--- src/rtl/evt_cause_pkg.sv ---
package evt_cause_pkg;

  localparam int unsigned CAUSE_W = 8;
  localparam int unsigned EXT_W   = 4;

  // Field order is what firmware decodes: MSB first.
  typedef struct packed {
    logic             txq_drained;  // bit 7
    logic             rx_queued;    // bit 6
    logic             tx_sent;      // bit 5
    logic             dma_edge;     // bit 4
    logic [EXT_W-1:0] ext;          // bits 3..0
  } cause_evt_t;

  typedef logic [CAUSE_W-1:0] cause_vec_t;

  // Next value of a sticky vector: clear first, then new causes win.
  function automatic cause_vec_t sticky_next(input cause_vec_t cur,
                                             input logic       clr,
                                             input cause_vec_t set);
    return (clr ? '0 : cur) | set;
  endfunction

endpackage

--- src/rtl/evt_rise_det.sv ---
module evt_rise_det #(
  parameter int unsigned W = 8
) (
  input  logic         clk,
  input  logic         rst_n,
  input  logic [W-1:0] lvl,
  input  logic [W-1:0] en,
  output logic [W-1:0] rise_vec,
  output logic         rise_any
);

  logic [W-1:0] prev_q;

  always_ff @(posedge clk or negedge rst_n) begin
    if (!rst_n) prev_q <= '0;
    else        prev_q <= lvl;
  end

  for (genvar i = 0; i < W; i++) begin : g_bit
    assign rise_vec[i] = lvl[i] & ~prev_q[i] & en[i];
  end

  assign rise_any = |rise_vec;

  AST_NO_DOUBLE_RISE: assert property (@(posedge clk) disable iff (!rst_n)
    (rise_vec != '0) |=> ((rise_vec & $past(rise_vec)) == '0));

endmodule

--- src/rtl/evt_sticky_bank.sv ---
module evt_sticky_bank
  import evt_cause_pkg::*;
(
  input  logic       clk,
  input  logic       rst_n,
  input  cause_vec_t set,
  input  logic       clr,
  output cause_vec_t q
);

  always_ff @(posedge clk or negedge rst_n) begin
    if (!rst_n) q <= '0;
    else        q <= sticky_next(q, clr, set);
  end

  AST_CLEAR_ALL: assert property (@(posedge clk) disable iff (!rst_n)
    clr |=> (q == $past(set)));
  AST_BITS_HOLD: assert property (@(posedge clk) disable iff (!rst_n)
    !clr |=> ((q & $past(q)) == $past(q)));
  AST_SET_LANDS: assert property (@(posedge clk) disable iff (!rst_n)
    (set != '0) |=> ((q & $past(set)) == $past(set)));

endmodule

--- src/rtl/evt_rd_port.sv ---
module evt_rd_port
  import evt_cause_pkg::*;
#(
  parameter int unsigned          ADDR_W   = 16,
  parameter logic [ADDR_W-1:0]    REG_ADDR = 16'h7F00
) (
  input  logic              rd,
  input  logic [ADDR_W-1:0] addr,
  input  cause_vec_t        cur,
  output cause_vec_t        rdata,
  output logic              clr
);

  logic hit;

  assign hit   = (addr == REG_ADDR);
  assign clr   = rd & hit;
  assign rdata = clr ? cur : '0;

endmodule

--- src/rtl/evt_cause_reg.sv ---
module evt_cause_reg
  import evt_cause_pkg::*;
#(
  parameter int unsigned       ADDR_W   = 16,
  parameter logic [ADDR_W-1:0] REG_ADDR = 16'h7F00,
  parameter int unsigned       N_TXQ    = 16,
  parameter int unsigned       N_DMA    = 8
) (
  input  logic              clk,
  input  logic              rst_n,
  input  logic              cpu_rd,
  input  logic [ADDR_W-1:0] cpu_addr,
  output logic [7:0]        cpu_rdata,
  input  logic [3:0]        ext_irq,
  input  logic              rx_queued,
  input  logic              tx_sent,
  input  logic [N_TXQ-1:0]  txq_empty,
  input  logic [N_TXQ-1:0]  txq_enable,
  input  logic [N_DMA-1:0]  dma_status,
  input  logic [N_DMA-1:0]  dma_select,
  output logic              irq_o
);

  logic [N_TXQ-1:0] txq_rise;
  logic             txq_rise_any;
  logic [N_DMA-1:0] dma_rise;
  logic             dma_rise_any;
  cause_evt_t       evt;
  cause_vec_t       evt_vec;
  cause_vec_t       pend_q;
  logic             rd_clr;

  evt_rise_det #(.W(N_TXQ)) u_txq_det (
    .clk      (clk),
    .rst_n    (rst_n),
    .lvl      (txq_empty),
    .en       (txq_enable),
    .rise_vec (txq_rise),
    .rise_any (txq_rise_any)
  );

  evt_rise_det #(.W(N_DMA)) u_dma_det (
    .clk      (clk),
    .rst_n    (rst_n),
    .lvl      (dma_status),
    .en       (dma_select),
    .rise_vec (dma_rise),
    .rise_any (dma_rise_any)
  );

  always_comb begin
    evt             = '0;
    evt.txq_drained = txq_rise_any;
    evt.rx_queued   = rx_queued;
    evt.tx_sent     = tx_sent;
    evt.dma_edge    = dma_rise_any;
    evt.ext         = ext_irq;
  end

  assign evt_vec = cause_vec_t'(evt);

  evt_rd_port #(.ADDR_W(ADDR_W), .REG_ADDR(REG_ADDR)) u_rd (
    .rd    (cpu_rd),
    .addr  (cpu_addr),
    .cur   (pend_q),
    .rdata (cpu_rdata),
    .clr   (rd_clr)
  );

  evt_sticky_bank u_bank (
    .clk   (clk),
    .rst_n (rst_n),
    .set   (evt_vec),
    .clr   (rd_clr),
    .q     (pend_q)
  );

  assign irq_o = |pend_q;

  AST_IRQ_DROPS: assert property (@(posedge clk) disable iff (!rst_n)
    (rd_clr && evt_vec == '0) |=> !irq_o);
  AST_IRQ_FOLLOWS: assert property (@(posedge clk) disable iff (!rst_n)
    (evt_vec != '0) |=> irq_o);
  AST_MISS_KEEPS: assert property (@(posedge clk) disable iff (!rst_n)
    (cpu_rd && cpu_addr != REG_ADDR && irq_o) |=> irq_o);
  AST_TXQ_TO_BIT: assert property (@(posedge clk) disable iff (!rst_n)
    txq_rise_any |=> pend_q[7]);
  AST_DMA_TO_BIT: assert property (@(posedge clk) disable iff (!rst_n)
    dma_rise_any |=> pend_q[4]);

endmodule

--- config.mk ---
export PLATFORM = sky130hd
export DESIGN_NAME = evt_cause_reg
export DESIGN_NICKNAME = d
export VERILOG_FILES = /design/src/rtl/evt_cause_pkg.sv /design/src/rtl/evt_rise_det.sv /design/src/rtl/evt_sticky_bank.sv /design/src/rtl/evt_rd_port.sv /design/src/rtl/evt_cause_reg.sv
export SDC_FILE = /design/constraint.sdc
export NUM_CORES = 1
export LEC_CHECK = 0
export BUFFER_PORTS_ARGS = -buffer_cell sky130_fd_sc_hd__buf_2
export CAP_MARGIN = 15
export CORE_MARGIN = 4
export CORE_UTILIZATION = 40
export DETAILED_ROUTE_END_ITERATION = 10
export PLACE_DENSITY = 0.75
export SLEW_MARGIN = 15
export SYNTH_ARGS = -nofsm -noshare
export SYNTH_HDL_FRONTEND = slang
export SYNTH_SLANG_ARGS = --single-unit
export TNS_END_PERCENT = 1
--- constraint.sdc ---
create_clock -name clk -period 1 [get_ports clk]
set_input_delay 0 -clock clk [delete_from_list [all_inputs] [get_ports clk]]
set_output_delay 0 -clock clk [all_outputs]
set_load 0.02 [all_outputs]
==> reports/summary.log <==
[outcome] result of the run finished, violations left
[outcome] violated checks negative setup slack
[critical_path] crit path capture type primary output
[sta] final worst slack -0.212 ns
[grt] first-pass GRT wire length 5650 um
[sta] worst max-slew margin expressed relative to the limit 0.734
[critical_path] worst reg-to-reg path cell count 4
[clock_tree] clock tree buffer depth 2
[hold_path] number of cells on the worst hold path 5
[route] Detailed Route WL 3430 um
[synth] top_reg_cell synth sky130_fd_sc_hd__dfrtp_1
[synth] leading cell type by number of instances after synthesis sky130_fd_sc_hd__dfrtp_1
[floorplanning] cell row count 19
[route] Pre-Repair DR Iteration Count 2
[synth] Post-synth top cells sky130_fd_sc_hd__dfrtp_1, sky130_fd_sc_hd__nand2_1, sky130_fd_sc_hd__o22ai_1, sky130_fd_sc_hd__and2_1
[placed_design] number of port buffers 81
[placed_design] Post-Place Cell Area 0.00167 mm2
[sta] Worst-Margin Slew 0.399 ns
[sta] unrepaired setup endpoints after global routing yes
[final_layout] Diodes inserted 0
[clock_tree] clock tree from TritonCTS yes
[grt] total grt overflow 0
[clock_tree] Clock Root Buffer sky130_fd_sc_hd__clkbuf_4
[route] top routing layer used met4
[sta] Final Hold Fails 0
[power_and_ir_drop] worst ir drop on vdd 0.984 mV
[floorplanning] initial core utilization 0.428
[route] Met2 Wirelength 1860 um
[route] number of DRC violations after detailed routing 0
[floorplanning] top-level port count 82
[synth] number of distinct library cells after synthesis 14
[sta] post-route clock skew 0.00632 ns
[synth] number of enable flip-flop cells after synthesis 0
[power_and_ir_drop] total power of the final layout 2.45 mW
[sta] Setup Viol. Count Final 9
[grt] maximum number of pins on one net before global-route repair 18
[floorplanning] Die X-Extent 63.0 um
[synth] mapped cell area 0.00121 mm2
[route] Iteration-0 DRC Markers 21
[synth] total nets after synthesis 176
[final_layout] share of final-layout standard cells stronger than drive strength 1 0.429
[hold_path] path category of the worst min-delay check input pin to flop
[route] Antenna Nets Post-Route 0
[sta] share of the clock period used by the worst path after layout 1.21
[grt] combined global-route utilization of all metal layers 0.183
[synth] Area contributors post-synth sky130_fd_sc_hd__dfrtp_1, sky130_fd_sc_hd__nand2_1, sky130_fd_sc_hd__o22ai_1, sky130_fd_sc_hd__a21o_1, sky130_fd_sc_hd__and2_1
[clock_tree] number of sinks on the clock net 32
[synth] top cell type by total area after synthesis sky130_fd_sc_hd__dfrtp_1
[final_layout] summed area of non-filler cells in the final layout 0.00207 mm2
[synth] Warnings, synthesis 0
[grt] initial antenna violation count 0
[clock_tree] H-tree Lvls 2
[synth] Seq/Total Area, Yosys 0.662
[sta] final slew viol count 0
[synth] mean post-synth cell area 11.7 um2
[sta] Achievable Freq 825 MHz
[critical_path] type of origin of the critical path flop
[route] count of vias placed by the detailed router 1,217
[floorplanning] die height 63.0 um
[critical_path] Worst EP required 1.00 ns
[final_layout] post-synthesis to final-layout area growth 71.1%
[clock_tree] clock input transition at the sequential cells of the worst setup and hold paths 0.08 ns
[critical_path] type of the worst setup path flop to primary output
[flow_run] max-cap viol count 0
[placed_design] final estimated routing congestion in global placement 0.783
[clock_tree] Clock Latency Late Sink 0.32 ns
[critical_path] Data arrival, critical path 1.21 ns
[route] mean number of vias per cell 4.74
[grt] via count of the first global-routing pass 1,325
[critical_path] critical-path maximum fanout 2
[synth] Cells after Synth 103
[clock_tree] cts bufs inserted 5
[synth] fraction of registers with async set or reset after synthesis 1.00
[route] Routed wire per std cell 13.3 um
[final_layout] fin nets 298
[power_and_ir_drop] Power per Cell Area 1180 mW/mm2
[route] amount of wire on met3 after detailed routing 363 um
[synth] portion of synthesized cell area occupied by the leading cell type 0.662
[synth] number of register bits inferred by synthesis 32
[sta] shortest clock period the worst path allows after layout 1.21 ns
[floorplanning] CORE AREA 0.00283 mm2
[route] met1 wire length 1150 um
[power_and_ir_drop] Pleak 1.01 nW
[sta] worst hold slack 0.0678 ns
[floorplanning] Die Area 0.00397 mm2
-- layout by cell type (no fill, tap or decap) --
cell type,n
sky130_fd_sc_hd__buf_4,2
sky130_fd_sc_hd__dfrtp_1,32
sky130_fd_sc_hd__nor4_4,1
sky130_fd_sc_hd__and2_1,8
sky130_fd_sc_hd__and4_4,1
sky130_fd_sc_hd__dlygate4sd3_1,31
sky130_fd_sc_hd__clkbuf_4,5
sky130_fd_sc_hd__nand4_1,2
sky130_fd_sc_hd__nor3_4,1
sky130_fd_sc_hd__buf_2,81
sky130_fd_sc_hd__a21o_1,7
sky130_fd_sc_hd__nor2_1,7
sky130_fd_sc_hd__buf_12,1
sky130_fd_sc_hd__clkbuf_1,2
sky130_fd_sc_hd__and4bb_2,1
sky130_fd_sc_hd__nand2_1,27
sky130_fd_sc_hd__nand3_1,1
sky130_fd_sc_hd__clkbuf_8,1
sky130_fd_sc_hd__nor4_2,2
sky130_fd_sc_hd__nand4_2,1
sky130_fd_sc_hd__o22ai_1,12
-- area by class of cell --
| type | instances | area [um2] |
|---|---|---|
| clock buffers | 8 | 58.8 |
| fillers | 209 | 758 |
| multi-input cells | 71 | 422 |
| flip-flops and latches | 32 | 801 |
| well taps | 31 | 38.8 |
| repair buffers | 115 | 751 |
-- report_power, final --
| part | internal, mW | switching (mW) | leakage [nW] |
|---|---|---|---|
| Combinational | 0.224 | 0.136 | 0.630 |
| Sequential | 1.34 | 0.0149 | 0.350 |
| Clock | 0.346 | 0.386 | 0.0326 |
| Total | 1.91 | 0.536 | 1.01 |
-- state kept, by name (all words and copies together), names as in the netlist --
register / cells
u_bank.q: 8
u_dma_det.prev_q: 8
u_txq_det.prev_q: 16
-- metal layers --
layer,track usage,vias up
met2,0.340,63
met1,0.178,544
li1,-,605
met3,0.0809,5
met5,0,-
met4,0.0579,0
-- logic make-up (layout without fill, tap and decap cells) --
group	after synthesis	in the layout	share of synthesized area
buffers and inverters	0	123	0
and+or+nand+nor	52	52	0.233
DFF	32	32	0.662
AOI/OAI and AO/OA	19	19	0.105
-- path summary, 6_finish.rpt --
check / start / endpoint / slack (ns)
setup / recovery: u_bank.q[2] / irq_o / -0.21
hold / removal: dma_select[1] / u_bank.q[4] / 0.07
setup reg to reg: u_txq_det.prev_q[14] / u_bank.q[7] / 0.08
hold reg to reg: u_bank.q[3] / u_bank.q[3] / 0.53
max in group asynchronous: rst_n / u_bank.q[5] / 0.46
min in group asynchronous: rst_n / u_txq_det.prev_q[6] / 0.13
-- worst max-delay path, cell delays in order, from the launching register on --
cell and delay, ns:
sky130_fd_sc_hd__dfrtp_1 0.40, sky130_fd_sc_hd__nor4_2 0.27, sky130_fd_sc_hd__nand2_1 0.07, sky130_fd_sc_hd__buf_2 0.16
-- what timing repair did --
| action | CTS | global route |
|---|---|---|
| setup endpoints to repair | 9 | 10 |
| hold buffers | 31 | 0 |
| pin swaps | 1 | 1 |
| resized for setup | 1 | 1 |
| hold endpoints to repair | 62 | 0 |
| buffers inserted | 2 | 0 |
-- metrics by stage --
stage / instances / utilization / setup TNS [ns] / worst slack [ns]
2_1_floorplan: 103 / - / 0 / 0.184
3_3_place_gp: 216 / 0.592 / 0 / 0.00697
3_5_place_dp: 216 / 0.592 / -0.365 / -0.0447
4_1_cts: 257 / 0.730 / -0.727 / -0.237
5_1_grt: 257 / 0.732 / -1.25 / -0.306
6_report: 257 / 0.732 / -0.622 / -0.212
(Power assumes the default switching activity.)
